### src/rtl/tdm_xparent_pkg.sv
package tdm_xparent_pkg;

    typedef enum logic [1:0] {
        ST_IDLE  = 2'd0,
        ST_ARMED = 2'd1,
        ST_SEND  = 2'd2
    } tx_state_e;

    typedef struct packed {
        tx_state_e st;
        logic      eom;
        logic      irq_ready;
        logic      irq_repeat;
        logic      irq_under;
    } ctrl_s;

endpackage

### src/rtl/tdm_slot_gate.sv
module tdm_slot_gate #(
    parameter int NUM_CH = 3
) (
    input  logic [NUM_CH-1:0] slot_strb_i,
    input  logic [NUM_CH-1:0] chan_sel_i,
    output logic              bit_cyc_o
);

    logic [NUM_CH-1:0] hit;

    genvar g;
    generate
        for (g = 0; g < NUM_CH; g++) begin : g_ch
            assign hit[g] = slot_strb_i[g] & chan_sel_i[g];
        end
    endgenerate

    assign bit_cyc_o = |hit;

endmodule

### src/rtl/tdm_byte_shreg.sv
module tdm_byte_shreg #(
    parameter int W = 8
) (
    input  logic         clk,
    input  logic         rst_n,
    input  logic         load_i,
    input  logic         shift_i,
    input  logic [W-1:0] din_i,
    output logic         msb_o,
    output logic         last_o
);

    localparam int CW = (W > 1) ? $clog2(W) : 1;

    typedef struct packed {
        logic [W-1:0]  sh;
        logic [CW-1:0] cnt;
    } sr_s;

    sr_s sr_d, sr_q;

    always_comb begin
        sr_d = sr_q;
        if (load_i) begin
            sr_d.sh  = din_i;
            sr_d.cnt = '0;
        end else if (shift_i) begin
            sr_d.sh  = {sr_q.sh[W-2:0], 1'b0};
            sr_d.cnt = sr_q.cnt + 1'b1;
        end
    end

    always_ff @(posedge clk or negedge rst_n) begin
        if (!rst_n) sr_q <= '0;
        else        sr_q <= sr_d;
    end

    assign msb_o  = sr_q.sh[W-1];
    assign last_o = (sr_q.cnt == CW'(W-1));

endmodule

### src/rtl/tdm_tx_fsm.sv
module tdm_tx_fsm
    import tdm_xparent_pkg::*;
(
    input  logic clk,
    input  logic rst_n,
    input  logic mode_ok_i,
    input  logic frame_sync_i,
    input  logic bit_cyc_i,
    input  logic last_bit_i,
    input  logic fifo_empty_i,
    input  logic cmd_xmit_i,
    input  logic cmd_eom_i,
    input  logic coll_en_i,
    input  logic stop_i,
    output logic load_o,
    output logic shift_o,
    output logic sending_o,
    output logic irq_ready_o,
    output logic irq_repeat_o,
    output logic irq_under_o
);

    ctrl_s c_d, c_q;

    always_comb begin
        c_d            = c_q;
        c_d.irq_ready  = 1'b0;
        c_d.irq_repeat = 1'b0;
        c_d.irq_under  = 1'b0;
        load_o         = 1'b0;
        if (!mode_ok_i) begin
            c_d.st  = ST_IDLE;
            c_d.eom = 1'b0;
        end else begin
            case (c_q.st)
                ST_IDLE: begin
                    if (cmd_xmit_i) begin
                        c_d.st  = ST_ARMED;
                        c_d.eom = cmd_eom_i;
                    end
                end
                ST_ARMED: begin
                    c_d.eom = c_q.eom | cmd_eom_i;
                    if (frame_sync_i) begin
                        if (!fifo_empty_i) begin
                            load_o = 1'b1;
                            c_d.st = ST_SEND;
                        end else begin
                            c_d.irq_under = 1'b1;
                            c_d.st        = ST_IDLE;
                        end
                    end
                end
                ST_SEND: begin
                    c_d.eom = c_q.eom | cmd_eom_i;
                    if (coll_en_i && stop_i) begin
                        c_d.irq_repeat = 1'b1;
                        c_d.st         = ST_IDLE;
                    end else if (bit_cyc_i && last_bit_i) begin
                        if (!fifo_empty_i) begin
                            load_o = 1'b1;
                        end else if (c_d.eom) begin
                            c_d.irq_ready = 1'b1;
                            c_d.st        = ST_IDLE;
                        end else begin
                            c_d.irq_under = 1'b1;
                            c_d.st        = ST_IDLE;
                        end
                    end
                end
                default: c_d.st = ST_IDLE;
            endcase
        end
    end

    always_ff @(posedge clk or negedge rst_n) begin
        if (!rst_n) c_q <= '{st: ST_IDLE, default: 1'b0};
        else        c_q <= c_d;
    end

    assign sending_o    = (c_q.st == ST_SEND);
    assign shift_o      = sending_o & bit_cyc_i;
    assign irq_ready_o  = c_q.irq_ready;
    assign irq_repeat_o = c_q.irq_repeat;
    assign irq_under_o  = c_q.irq_under;

endmodule

### src/rtl/tdm_xparent_tx.sv
module tdm_xparent_tx #(
    parameter int              BYTE_W  = 8,
    parameter int              NUM_CH  = 3,
    parameter int              MODE_W  = 3,
    parameter logic [MODE_W-1:0] MODE_ON = 3'b100
) (
    input  logic              clk,
    input  logic              rst_n,
    input  logic [MODE_W-1:0] mode_i,
    input  logic              frame_sync_i,
    input  logic [NUM_CH-1:0] slot_strb_i,
    input  logic [NUM_CH-1:0] chan_sel_i,
    input  logic [BYTE_W-1:0] fifo_data_i,
    input  logic              fifo_empty_i,
    output logic              fifo_rd_o,
    input  logic              cmd_xmit_i,
    input  logic              cmd_eom_i,
    input  logic              coll_en_i,
    input  logic              stop_i,
    output logic              tx_o,
    output logic              int_ready_o,
    output logic              int_repeat_o,
    output logic              int_underrun_o
);

    logic mode_ok;
    logic bit_cyc;
    logic load, shift, sending;
    logic msb, last_bit;

    assign mode_ok = (mode_i == MODE_ON);

    tdm_slot_gate #(.NUM_CH(NUM_CH)) u_gate (
        .slot_strb_i (slot_strb_i),
        .chan_sel_i  (chan_sel_i),
        .bit_cyc_o   (bit_cyc)
    );

    tdm_byte_shreg #(.W(BYTE_W)) u_shreg (
        .clk     (clk),
        .rst_n   (rst_n),
        .load_i  (load),
        .shift_i (shift),
        .din_i   (fifo_data_i),
        .msb_o   (msb),
        .last_o  (last_bit)
    );

    tdm_tx_fsm u_fsm (
        .clk          (clk),
        .rst_n        (rst_n),
        .mode_ok_i    (mode_ok),
        .frame_sync_i (frame_sync_i),
        .bit_cyc_i    (bit_cyc),
        .last_bit_i   (last_bit),
        .fifo_empty_i (fifo_empty_i),
        .cmd_xmit_i   (cmd_xmit_i),
        .cmd_eom_i    (cmd_eom_i),
        .coll_en_i    (coll_en_i),
        .stop_i       (stop_i),
        .load_o       (load),
        .shift_o      (shift),
        .sending_o    (sending),
        .irq_ready_o  (int_ready_o),
        .irq_repeat_o (int_repeat_o),
        .irq_under_o  (int_underrun_o)
    );

    assign fifo_rd_o = load;
    assign tx_o      = sending ? msb : 1'b1;

endmodule

### config.mk
export PLATFORM = sky130hd
export DESIGN_NAME = tdm_xparent_tx
export DESIGN_NICKNAME = d
export VERILOG_FILES = /design/src/rtl/tdm_xparent_pkg.sv /design/src/rtl/tdm_slot_gate.sv /design/src/rtl/tdm_byte_shreg.sv /design/src/rtl/tdm_tx_fsm.sv /design/src/rtl/tdm_xparent_tx.sv
export SDC_FILE = /design/constraint.sdc
export NUM_CORES = 1
export LEC_CHECK = 0
export BUFFER_PORTS_ARGS = -buffer_cell sky130_fd_sc_hd__buf_4
export CAP_MARGIN = 40
export CORE_ASPECT_RATIO = 1.25
export CORE_UTILIZATION = 40
export CTS_BUF_LIST = sky130_fd_sc_hd__clkbuf_8
export DETAILED_ROUTE_END_ITERATION = 8
export PLACE_DENSITY = 0.76
export REMOVE_ABC_BUFFERS = 1
export SETUP_SLACK_MARGIN = 0.15
export SKIP_CTS_REPAIR_TIMING = 1
export SLEW_MARGIN = 20
export SYNTH_ARGS = -nofsm -noshare
export SYNTH_HDL_FRONTEND = slang
export SYNTH_SLANG_ARGS = --single-unit
### constraint.sdc
create_clock -name clk -period 2.2 [get_ports clk]
set_clock_uncertainty 0.2 [all_clocks]
set_input_delay 0.11 -clock clk [delete_from_list [all_inputs] [get_ports clk]]
set_output_delay 0.11 -clock clk [all_outputs]
set_load 0.01 [all_outputs]
# Word-level counts from Yosys, hierarchy flattened
# Cells that the tools add are included.
word_totals:
  register_bits: 17
  in_bits: 25
  out_inout_bits: 5
  elab_cells: 62
classes:
  n_addsub: 1
  eq_ne: 9
  muxes: 32
  n_bitwise: 5
  reduce_logical: 8
op_table:
  columns: ["operator", "count"]
  rows:
  - ["$mux 11", 2]
  - ["$mux 1", 17]
  - ["$mux 2", 6]
  - ["$mux 3", 3]
  - ["$ne 3x3->1 const B", 3]
  - ["$ne 4x4->1 const B", 2]
  - ["$eq 3x3->1 const B", 2]
  - ["$pmux 1 s2", 3]
  - ["$pmux 2 s3", 1]
  - ["$and 1x1->1", 4]
  - ["$reduce_and 4->1", 1]
  - ["$add 3x1->3 const B", 1]
  - ["$reduce_or 3->1", 1]
  - ["$eq 2x1->1 const B", 1]
  - ["$eq 2x2->1 const B", 1]
  - ["$logic_and 1x1->1", 2]
  - ["$logic_not 2->1", 1]
  - ["$reduce_and 2->1", 1]
  - ["$reduce_bool 2->1", 1]
  - ["$reduce_or 2->1", 1]
  - ["$or 1x1->1", 1]

# Longest topological paths before layout
# Gate-level depths: netlist of run 1.
logic_depth:
  word_depth: 8
  ltp_mapped: 8

# Hierarchy
# From an unflattened synthesis of run 1, not the netlist that was laid out.
hier_totals:
  hier_cells: 91
  area_unflattened_um2: 932.1
by_module_without_submodules:
  columns: ["mod", "n_inst", "cells_per_inst", "area_per_inst_um2", "seq_area_each_um2"]
  rows:
  - ["tdm_byte_shreg", 1, 46, 510.5, 275.3]
  - ["tdm_tx_fsm", 1, 41, 389.1, 150.1]
  - ["tdm_xparent_tx", 1, 2, 18.8, 0.0]
  - ["tdm_slot_gate", 1, 2, 13.8, 0.0]

# Worst setup path before layout of run 1
# No wires, ideal clock.
synth_timing:
  path_kind: "reg-to-reg"
  startpoint: "reg u_fsm.c_q[4] (netlist name)"
  endpoint: "reg u_shreg.sr_q (netlist bit u_shreg.msb_o)"
  setup_ps: 125
  arrival_ps: 1744
  required_ps: 1875
  setup_slack_ps: 131
  stages_incl_launch_ff: 8
  n_path_buf: 1
  path_cell_list: "dfrtp_1 > inv_1 > ha_1 > a21boi_2 > nand3b_1 > a2111o_1 > buf_6 > mux2_4"
synth_via:
  elab_chain_cells: 4
  elab_cells_between_ends: 7
  classes_between: "2 x eq/ne; 3 x mux; 1 x bitwise; 1 x reduce/logical"
synth_rtl:
  columns: ["element", "line", "text"]
  rows:
  - ["from (decl)", "tdm_tx_fsm.sv:23", "ctrl_s c_d, c_q;"]
  - ["from (signal assigned)", "tdm_tx_fsm.sv:77", "if (!rst_n) c_q <= '{st: ST_IDLE, default: 1'b0};"]
  - ["from (signal assigned)", "tdm_tx_fsm.sv:78", "else c_q <= c_d;"]
  - ["$eq 2x2->1 / $eq 2x1->1 (equally long branches)", "tdm_tx_fsm.sv:35, tdm_tx_fsm.sv:81", null]
  - ["$pmux 1 s2", "tdm_tx_fsm.sv:35", "case (c_q.st)"]
  - ["$mux 1", "tdm_tx_fsm.sv:31", "if (!mode_ok_i) begin"]
  - ["$mux 11 / $reduce_bool 2->1 (equally long branches)", null, null]
  - ["to (signal assigned)", "tdm_byte_shreg.sv:35", "else sr_q <= sr_d;"]
  - ["to (decl)", "tdm_byte_shreg.sv:20", "sr_s sr_d, sr_q;"]
# Parallel ways exist; a longest one is shown, timed or not.
# A chain may end at the register's enable or synchronous reset.

# Worst setup path in the final report of run 1
layout_timing:
  startpoint: "reg u_fsm.c_q[4] (netlist name)"
  endpoint: "reg u_shreg.sr_q[7] (netlist name)"
# The elaborated chain is that of the path after synthesis.

==> results_dict.tcl, run 1 <==
set metrics [dict create \
    status "finished, violations left" \
    violations "setup timing" \
    grt_pass1_wl_microns 3229 \
    synthArstFlopShare_pct 100.0 \
    crit_path_top_delay_cell "a2111o_2" \
    dpl.hpwl_microns 1424 \
    hold_class "in2reg" \
    clk-insertion-delay-late_ns 0.24 \
    synth-seq-area-share_pct 43.93 \
    antenna_found_initial 0 \
    powerDensity_nw_per_um2 423.2 \
    ys_types 27 \
    yosys-top-cells-count "dfrtp_1 (17), inv_1 (7), mux2_2 (7), mux2_4 (7)" \
    yosysWarnings 0 \
    fmax_ghz 0.4488 \
    grt_pass1_vias 770 \
    synth.largest_area_cell "dfrtp_1" \
    fin_cells 166 \
    drc 0 \
    rr_worst_depth 7 \
    synth.avg_cell_area_sq_um 11.67 \
    grt_max_degree 18 \
    layout-drive-gt1-share_pct 45.93 \
    drt_pass1_iterations 4 \
    worstSetupPathType "reg2reg" \
    worst_pin_slew_ns 0.4720 \
    synth_ff_type "dfrtp_1" \
    rsz0062_at_grt "true" \
    register_area_sq_um 425.4 \
    cts_made_buffers 3 \
    track_usage_pct 16.37 \
    synth_top_area_share_pct 43.93 \
    synthTopCellsByArea "dfrtp_1 (44%), mux2_4 (11%), mux2_2 (8.1%)" \
    p_leak_nw 0.7669 \
    htree_num_levels 1 \
    hold_viol_final 0 \
    io_pins 30 \
    report.final.slew_viol_count 0 \
    dp_cells 144 \
    worstHoldPathCells 4 \
    finalCritPeriodShare_pct 101.3 \
    final_cell_area_sq_um 1474 \
    via_per_inst 4.976 \
    overflow 0 \
    numClockSinks 17 \
    die_area_sq_um 2623 \
    crit_arrival_ns 2.16 \
    die_y_microns 57.01 \
    fp.coreArea_sq_um 2235 \
    drt_wl_total_microns 2152 \
    setup_viol 8 \
    wire_per_inst_microns 12.96 \
    synth_most_common_cell "dfrtp_1" \
    clk_pin_slew_ns 0.06 \
    max_stage_delay_ns 0.53 \
    path_cells "inv_2, ha_4, a21boi_4, nand3b_1, a2111o_2, buf_8, mux2_4" \
    dpl_worst_slack_ns -0.07132 \
    place_congestion 0.7906 \
    clock-root-buffer "clkbuf_8" \
    num-fill-cells 179 \
    place_area_sq_um 1229 \
    cts_buffer_depth 2 \
    peakVddDrop_uv 367.7 \
    synthCells 83 \
    n_antenna_cell 0 \
    cp.required_ns 2.13 \
    fin_nets 167 \
    cts_tree "done" \
    die_w_microns 46.01 \
    ant_nets 0 \
    relSlewSlack_pct 68.54 \
    rows 19 \
    start_util_pct 43.34 \
    worstSetupStartpointType "flip-flop" \
    synth_edf_count 0 \
    synthToLayoutAreaGrowth_pct 52.20 \
    drt-initial-drc-count 18 \
    cp_max_fo 8 \
    setup_slack_ns -0.02816 \
    fin_crit_ns 2.228 \
    synth_seq_cells 17 \
    cp-end-kind "flip-flop" \
    multi_input_area_sq_um 519.2 \
    io_buffers 29 \
    vias 826 \
    cap_viol_max_count 0 \
    syn-cell-area_sq_um 968.4 \
]
[report_power, final]
group	internal (mW)	total [mW]	switching, mW
Clock	0.123	0.223	0.0999
Sequential	0.315	0.317	0.00168
Combinational	0.0531	0.0839	0.0309
Total	0.491	0.624	0.132
[per-stage QoR]
step	hold WS, ns	TNS, ns	util [%]	total power [mW]
floorplan	-0.3856	0	-	0.3395
global placement	-0.2146	0	54.98	0.3839
detailed placement	-0.2115	-0.4855	54.98	0.3863
CTS	-0.4728	-0.8736	57.00	0.6070
global route	0.07470	-0.7094	65.96	0.6551
finish	0.03436	-0.1756	65.96	0.6237
[worst paths after layout]
kind	slack [ns]	start	endpoint
min reg2reg	0.35	u_shreg.sr_q[2]$_DFFE_PN0P_	u_shreg.sr_q[2]$_DFFE_PN0P_
max in group asynchronous	1.54	rst_n	u_fsm.irq_under_o$_DFF_PN0_
min	0.03	cmd_xmit_i	u_fsm.c_q[3]$_DFFE_PN0P_
max	-0.03	u_fsm.c_q[4]$_DFFE_PN0P_	u_shreg.sr_q[7]$_DFFE_PN0P_
max reg2reg	-0.03	u_fsm.c_q[4]$_DFFE_PN0P_	u_shreg.sr_q[7]$_DFFE_PN0P_
min in group asynchronous	0.07	rst_n	u_fsm.c_q[4]$_DFFE_PN0P_
[cell type report]
cell class / instances / share of cell area, %
inverter: 7 / 1.783
tap: 31 / 2.632
multi-input combinational: 57 / 35.23
clock inverter: 1 / 0.2547
clock buffer: 3 / 2.801
sequential: 17 / 28.86
timing repair buffer: 50 / 28.44
[layout by cell type (no fill, tap or decap)]
master / count
or3b_2: 1
a222oi_1: 1
inv_1: 6
or4b_2: 1
nand2_1: 5
o21a_1: 1
nand3b_1: 1
mux2_2: 7
xor2_1: 1
a21boi_4: 1
ha_1: 5
nand3_1: 1
nor2_1: 6
nor4_1: 2
a2111o_2: 1
dfrtp_1: 17
a21oi_1: 3
buf_8: 1
o31a_2: 1
mux2_4: 7
o22ai_1: 1
ha_4: 1
a211oi_1: 1
nand2b_1: 1
or2b_1: 2
mux2i_1: 3
inv_2: 2
clkbuf_8: 3
buf_4: 35
dlygate4sd3_1: 13
buf_6: 1
o21ai_0: 3
[worst max-delay path, delay by kind of cell (launching register included)]
| family | cells | cell delay [ns] |
|---|---|---|
| adders and majority gates | 1 | 0.13 |
| and+or+nand+nor | 1 | 0.13 |
| DFF | 1 | 0.39 |
| AOI/OAI and AO/OA | 2 | 0.70 |
| buffers and inverters | 2 | 0.26 |
| muxes | 1 | 0.29 |
[metal layers]
| layer | routed length (microns) | track usage [%] |
|---|---|---|
| met5 | 0 | 0 |
| met4 | 14 | 3.782 |
| met2 | 1101 | 28.17 |
| met3 | 93 | 2.848 |
| met1 | 943 | 20.78 |
[sequential cells by signal, summed over array words and instances, names as in the netlist]
signal / count
u_fsm.c_q: 3
u_fsm.irq_under_o: 1
u_fsm.irq_repeat_o: 1
u_fsm.irq_ready_o: 1
u_shreg.msb_o: 1
u_shreg.sr_q: 10
[cells by family after synthesis]
family                   share of synthesized area [%]
flip-flops                                       43.93
multiplexers                                     22.09
buffers and inverters                            4.652
AND/OR/NAND/NOR                                  10.98
XOR/XNOR                                        0.9046
adder cells (fa/ha/maj)                          7.752
AO/OA/AOI/OAI                                    9.690
Note: power is estimated with default switching activity, not from simulation.
==> run 2: changes to the inputs <==
Settings changed: CTS_BUF_LIST sky130_fd_sc_hd__clkbuf_8 to not set, SKIP_CTS_REPAIR_TIMING 1 to not set.
==> run 2 against run 1 <==
The flow still finishes with violations (setup timing). Global-route usage grew 3.7 points. Worst setup slack better by 0.025 ns. Sequential share of layout area fell by 1.3 points.
==> results_dict.tcl, run 2 (synthesis results as in run 1) <==
set metrics [dict create \
    status "finished, violations left" \
    violations "setup timing" \
    worstSetupStartpointType "flip-flop" \
    worst_pin_slew_ns 0.4433 \
    layout_common_cells "buf_4 (40), dfrtp_1 (17), dlygate4sd3_1 (14)" \
    largest_reg_flops 10 \
    wl_met3_microns 117 \
    rr_startpoint "u_fsm.c_q[4]$_DFFE_PN0P_" \
    seqPwrFrac_pct 55.0 \
    clk_pin_slew_ns 0.10 \
    drt-initial-drc-count 23 \
    io_pins 30 \
    intPower_mw 0.4405 \
    hold_class "in2async" \
    cp-end-kind "output port" \
    via_per_inst 5.017 \
    cap_viol_max_count 0 \
    grt_max_degree 18 \
    fmax_ghz 0.4538 \
    die_area_sq_um 2623 \
    clock-root-buffer "clkbuf_4" \
    vias 873 \
    ant_nets 0 \
    antenna_found_initial 0 \
    dpl.hpwl_microns 1424 \
    io_buffers 29 \
    grt_pass1_wl_microns 3912 \
    cp.required_ns 1.89 \
    htree_num_levels 1 \
    final_util_pct 69.04 \
    p_switching_mw 0.1342 \
    track_usage_pct 20.05 \
    setup_viol 1 \
    relSlewSlack_pct 70.44 \
    overflow 0 \
    report.final.slew_viol_count 0 \
    finalCritPeriodShare_pct 100.2 \
    switching_share_pct 23.35 \
    rows 19 \
    registers.top_by_ff_count "u_shreg.sr_q" \
    drt_pass1_iterations 4 \
    cts_made_buffers 3 \
    worstSetupPathType "reg2out" \
    total_power_mw 0.5747 \
    grt_pass1_vias 935 \
    powerDensity_nw_per_um2 372.5 \
    rsz0062_at_grt "true" \
    fp.coreArea_sq_um 2235 \
    n_antenna_cell 0 \
    comb_power_share_pct 15.4 \
    clkPwrFrac_pct 29.5 \
    cts_buffer_depth 2 \
    drc 0 \
    wire_per_inst_microns 13.74 \
    fin_nets 175 \
    peakVddDrop_uv 337.6 \
    layout-drive-gt1-share_pct 51.75 \
    highest_layer "met4" \
    setup_slack_ns -0.003411 \
    die_y_microns 57.01 \
    crit_arrival_ns 1.89 \
    numClockSinks 17 \
    r2r_setup_slack_ns 0.01 \
    hold_viol_final 0 \
    place_congestion 0.7906 \
    reg.largest.list "u_shreg.sr_q x10, u_fsm.c_q x3" \
    final_common_cell "buf_4" \
    wl_met2_microns 1231 \
    start_util_pct 43.34 \
    wl_met1_microns 992 \
    cp_max_fo 2 \
    fin_crit_ns 2.203 \
    cts_tree "done" \
    p_leak_nw 0.7962 \
    drt_wl_total_microns 2390 \
    rr_endpoint "u_shreg.msb_o$_DFFE_PN0P_" \
    rr_worst_depth 7 \
    die_w_microns 46.01 \
    clk-insertion-delay-late_ns 0.29 \
    synthToLayoutAreaGrowth_pct 59.30 \
]
## run 2: layer usage
| layer | global-route usage (%) | vias to the layer above |
|---|---|---|
| met5 | 0 | - |
| met4 | 6.303 | 0 |
| met3 | 2.848 | 8 |
| met2 | 34.41 | 41 |
| met1 | 25.15 | 411 |
| li1 | - | 413 |
## run 2: metrics by stage
step | worst slack, ns | setup TNS, ns | cells | hold WS [ns] | cell area, sq um
2_1_floorplan | 0.05343 | 0 | 81 | -0.3856 | 949.7
3_3_place_gp | 0.02611 | 0 | 144 | -0.2146 | 1229
3_5_place_dp | -0.07132 | -0.4855 | 144 | -0.2115 | 1229
4_1_cts | 0.03993 | 0 | 172 | 0.01907 | 1508
5_1_grt | -0.05535 | -0.1995 | 174 | 0.01636 | 1543
6_report | -0.003411 | -0.003411 | 174 | 0.01162 | 1543
## run 2: worst max path at each step
stage                             startpoint                           to  slack, ns  depth (start not counted)
finish              u_fsm.c_q[4]$_DFFE_PN0P_                    fifo_rd_o     -0.003                          7
global route        u_fsm.c_q[4]$_DFFE_PN0P_                    fifo_rd_o      -0.06                          7
CTS                 u_fsm.c_q[4]$_DFFE_PN0P_                    fifo_rd_o       0.04                          7
detailed placement  u_fsm.c_q[4]$_DFFE_PN0P_  u_shreg.sr_q[7]$_DFFE_PN0P_      -0.07                          6
global placement    u_fsm.c_q[4]$_DFFE_PN0P_  u_shreg.sr_q[6]$_DFFE_PN0P_       0.03                          6
floorplan           u_fsm.c_q[4]$_DFFE_PN0P_    u_shreg.msb_o$_DFFE_PN0P_       0.05                          6
## run 2: what timing repair did
action	in CTS	in global routing
pin swaps	3	3
gates resized for setup	11	5
buffers inserted	10	2
hold buffers	14	0
gates cloned	0	0
setup endpoints to repair	12	13
endpoints found under the hold margin	30	0
## run 2: area by class of cell
type | instances | area [sq um]
clock buffers | 4 | 26.28
fillers | 175 | 691.9
inverters | 7 | 26.28
multi-input cells | 57 | 536.8
flip-flops and latches | 17 | 425.4
well taps | 31 | 38.79
repair buffers | 58 | 489.2
## run 2: critical path, stage by stage, from the launching register on
cell	delay, ns
dfrtp_1	0.41
inv_2	0.08
ha_4	0.13
a21boi_4	0.16
nand3b_1	0.14
a2111o_2	0.50
inv_2	0.09
buf_6	0.10
## run 2: power by group through the flow
stage	combinational, mW	clock (mW)	sequential (mW)
2_1_floorplan	0.0175	0	0.322
3_3_place_gp	0.0618	0	0.322
3_5_place_dp	0.0639	0	0.322
4_1_cts	0.0850	0.168	0.316
5_1_grt	0.0962	0.191	0.317
6_report	0.0887	0.170	0.316
==> run 3: changes to the inputs <==
Settings changed: CELL_PAD_IN_SITES_DETAIL_PLACEMENT set to 1, CELL_PAD_IN_SITES_GLOBAL_PLACEMENT set to 2, CORE_UTILIZATION 40 to 28, PLACE_DENSITY 0.76 to 0.82.
==> run 3 against run 2 <==
The flow now finishes without violations. Cell count grew 2.9%. Hold slack gained 0.043 ns. Critical path depth up 2. Fmax is 0.36% higher. First-iteration DRC count shrank 65%. Cell area increased by 4.8%. Largest power group unchanged. Highest routed layer unchanged.
==> results_dict.tcl, run 3 (synthesis results as in run 1) <==
set metrics [dict create \
    htree_num_levels 1 \
    synthToLayoutAreaGrowth_pct 66.92 \
    drt-initial-drc-count 8 \
    powerDensity_nw_per_um2 396.1 \
    worstSetupStartpointType "flip-flop" \
    grt_util_met2_pct 30.27 \
    cp-end-kind "flip-flop" \
    layout-drive-gt1-share_pct 57.04 \
    p_switching_mw 0.1393 \
    numClockSinks 17 \
    reg.largest.list "u_shreg.sr_q x10, u_fsm.c_q x3" \
    rows 23 \
    max_stage_delay_ns 0.37 \
    hold_viol_final 0 \
    rsz0062_at_grt "true" \
    clk_pin_slew_ns 0.06 \
    path_cells "inv_2, buf_4, buf_4, ha_4, inv_2, a2111o_1, buf_6, buf_12, mux2_4" \
    place_area_sq_um 1259 \
    clkPwrFrac_pct 35.8 \
    ant_nets 0 \
    registers.top_by_ff_count "u_shreg.sr_q" \
    grt_pass1_wl_microns 4195 \
    fin_crit_ns 2.195 \
    use_met1_pct 16.76 \
    worst_pin_slew_ns 0.4544 \
    cap_viol_max_count 0 \
    antenna_found_initial 0 \
    finalCritPeriodShare_pct 99.79 \
    io_pins 30 \
    setup-tns-final_ns 0 \
    cts_made_buffers 3 \
    wire_per_inst_microns 14.97 \
    comb_power_share_pct 14.7 \
    die_area_sq_um 3699 \
    drt_wl_total_microns 2679 \
    p_leak_nw 0.8085 \
    crit_path_top_delay_cell "dfrtp_1" \
    layout_common_cells "buf_4 (39), dfrtp_1 (16), dlygate4sd3_1 (13)" \
    die_w_microns 54.60 \
    overflow 0 \
    fin_nets 174 \
    setup_viol 0 \
    peakVddDrop_uv 380.9 \
    final_util_pct 49.71 \
    relSlewSlack_pct 69.70 \
    io_buffers 29 \
    vias 842 \
    total_power_mw 0.6403 \
    n_antenna_cell 0 \
    final_common_cell "buf_4" \
    setup_slack_ns 0.004517 \
    grt_most_used_layer "met2" \
    die_y_microns 67.75 \
    clk-insertion-delay-late_ns 0.25 \
    worstSetupPathType "reg2reg" \
    place_congestion 0.7628 \
    track_usage_pct 16.26 \
    num-fill-cells 359 \
    final_cell_area_sq_um 1617 \
    cp_max_fo 6 \
    drc 0 \
    grt_use_met3_pct 3.378 \
    via_per_inst 4.704 \
    hold_class "in2reg" \
    largest_reg_flops 10 \
    clock-root-buffer "clkbuf_8" \
    intPower_mw 0.5011 \
    grt_max_degree 18 \
    switching_share_pct 21.75 \
    fp.coreArea_sq_um 3252 \
    dpl_worst_slack_ns 0.06362 \
    drt_pass1_iterations 4 \
    cp.required_ns 2.13 \
    seqPwrFrac_pct 49.4 \
    dpl.hpwl_microns 1802 \
    status "completed" \
    start_util_pct 29.78 \
    cts_tree "done" \
    fmax_ghz 0.4555 \
    crit_arrival_ns 2.13 \
    report.final.slew_viol_count 0 \
    cts_buffer_depth 2 \
    grt_pass1_vias 944 \
]
## run 3: power groups by stage
stage          Combinational [mW]  Clock (mW)  Sequential, mW
4_1_cts                    0.0868       0.236           0.317
2_1_floorplan              0.0175           0           0.322
5_1_grt                     0.103       0.254           0.317
6_report                   0.0942       0.230           0.317
3_3_place_gp               0.0646           0           0.322
3_5_place_dp               0.0666           0           0.322
## run 3: layout make-up
cell class	count	area [sq um]	area share (%)
Sequential cell	17	426.7	26.39
Multi-Input combinational cell	57	581.8	35.99
Tap cell	37	46.29	2.864
Timing Repair Buffer	57	488.0	30.19
Clock buffer	4	45.04	2.786
Inverter	7	28.78	1.780
## run 3: worst max-delay path: cells and delay by family (launching register included)
family	cells	cell delay (ns)
buffers and inverters	6	0.66
adders and majority gates	1	0.25
AOI/OAI and AO/OA	1	0.32
DFF	1	0.37
muxes	1	0.29
## run 3: per-layer routing
metal  wire (microns)  part of all wire [%]
met1              984                    37
met2             1518                    57
met3              124                   4.6
met4               51                   1.9
met5                0                     0
## run 3: final timing paths
path,startpoint,end,slack [ns],depth (start not counted)
min,cmd_xmit_i,u_fsm.c_q[3]$_DFFE_PN0P_,0.05,4
min reg2reg,u_shreg.sr_q[3]$_DFFE_PN0P_,u_shreg.sr_q[3]$_DFFE_PN0P_,0.34,2
max in group asynchronous,rst_n,u_fsm.c_q[5]$_DFFE_PN0P_,1.51,2
max,u_fsm.c_q[4]$_DFFE_PN0P_,u_shreg.sr_q[5]$_DFFE_PN0P_,0.005,9
max reg2reg,u_fsm.c_q[4]$_DFFE_PN0P_,u_shreg.sr_q[5]$_DFFE_PN0P_,0.005,9
min in group asynchronous,rst_n,u_fsm.irq_ready_o$_DFF_PN0_,0.07,2
## run 3: through the flow
step | cells | hold slack, ns
floorplan | 81 | -0.3856
CTS | 177 | 0.04414
finish | 179 | 0.05490
global placement | 153 | -0.2131
global route | 179 | 0.06542
detailed placement | 153 | -0.2130
## run 3: what timing repair did
action                                  4_1_cts  5_1_grt
hold buffers                                 13        0
endpoints found under the setup margin        8       15
pin swaps                                     3        3
gates resized for setup                       8       20
buffers inserted                              7        2
endpoints found under the hold margin        30        0
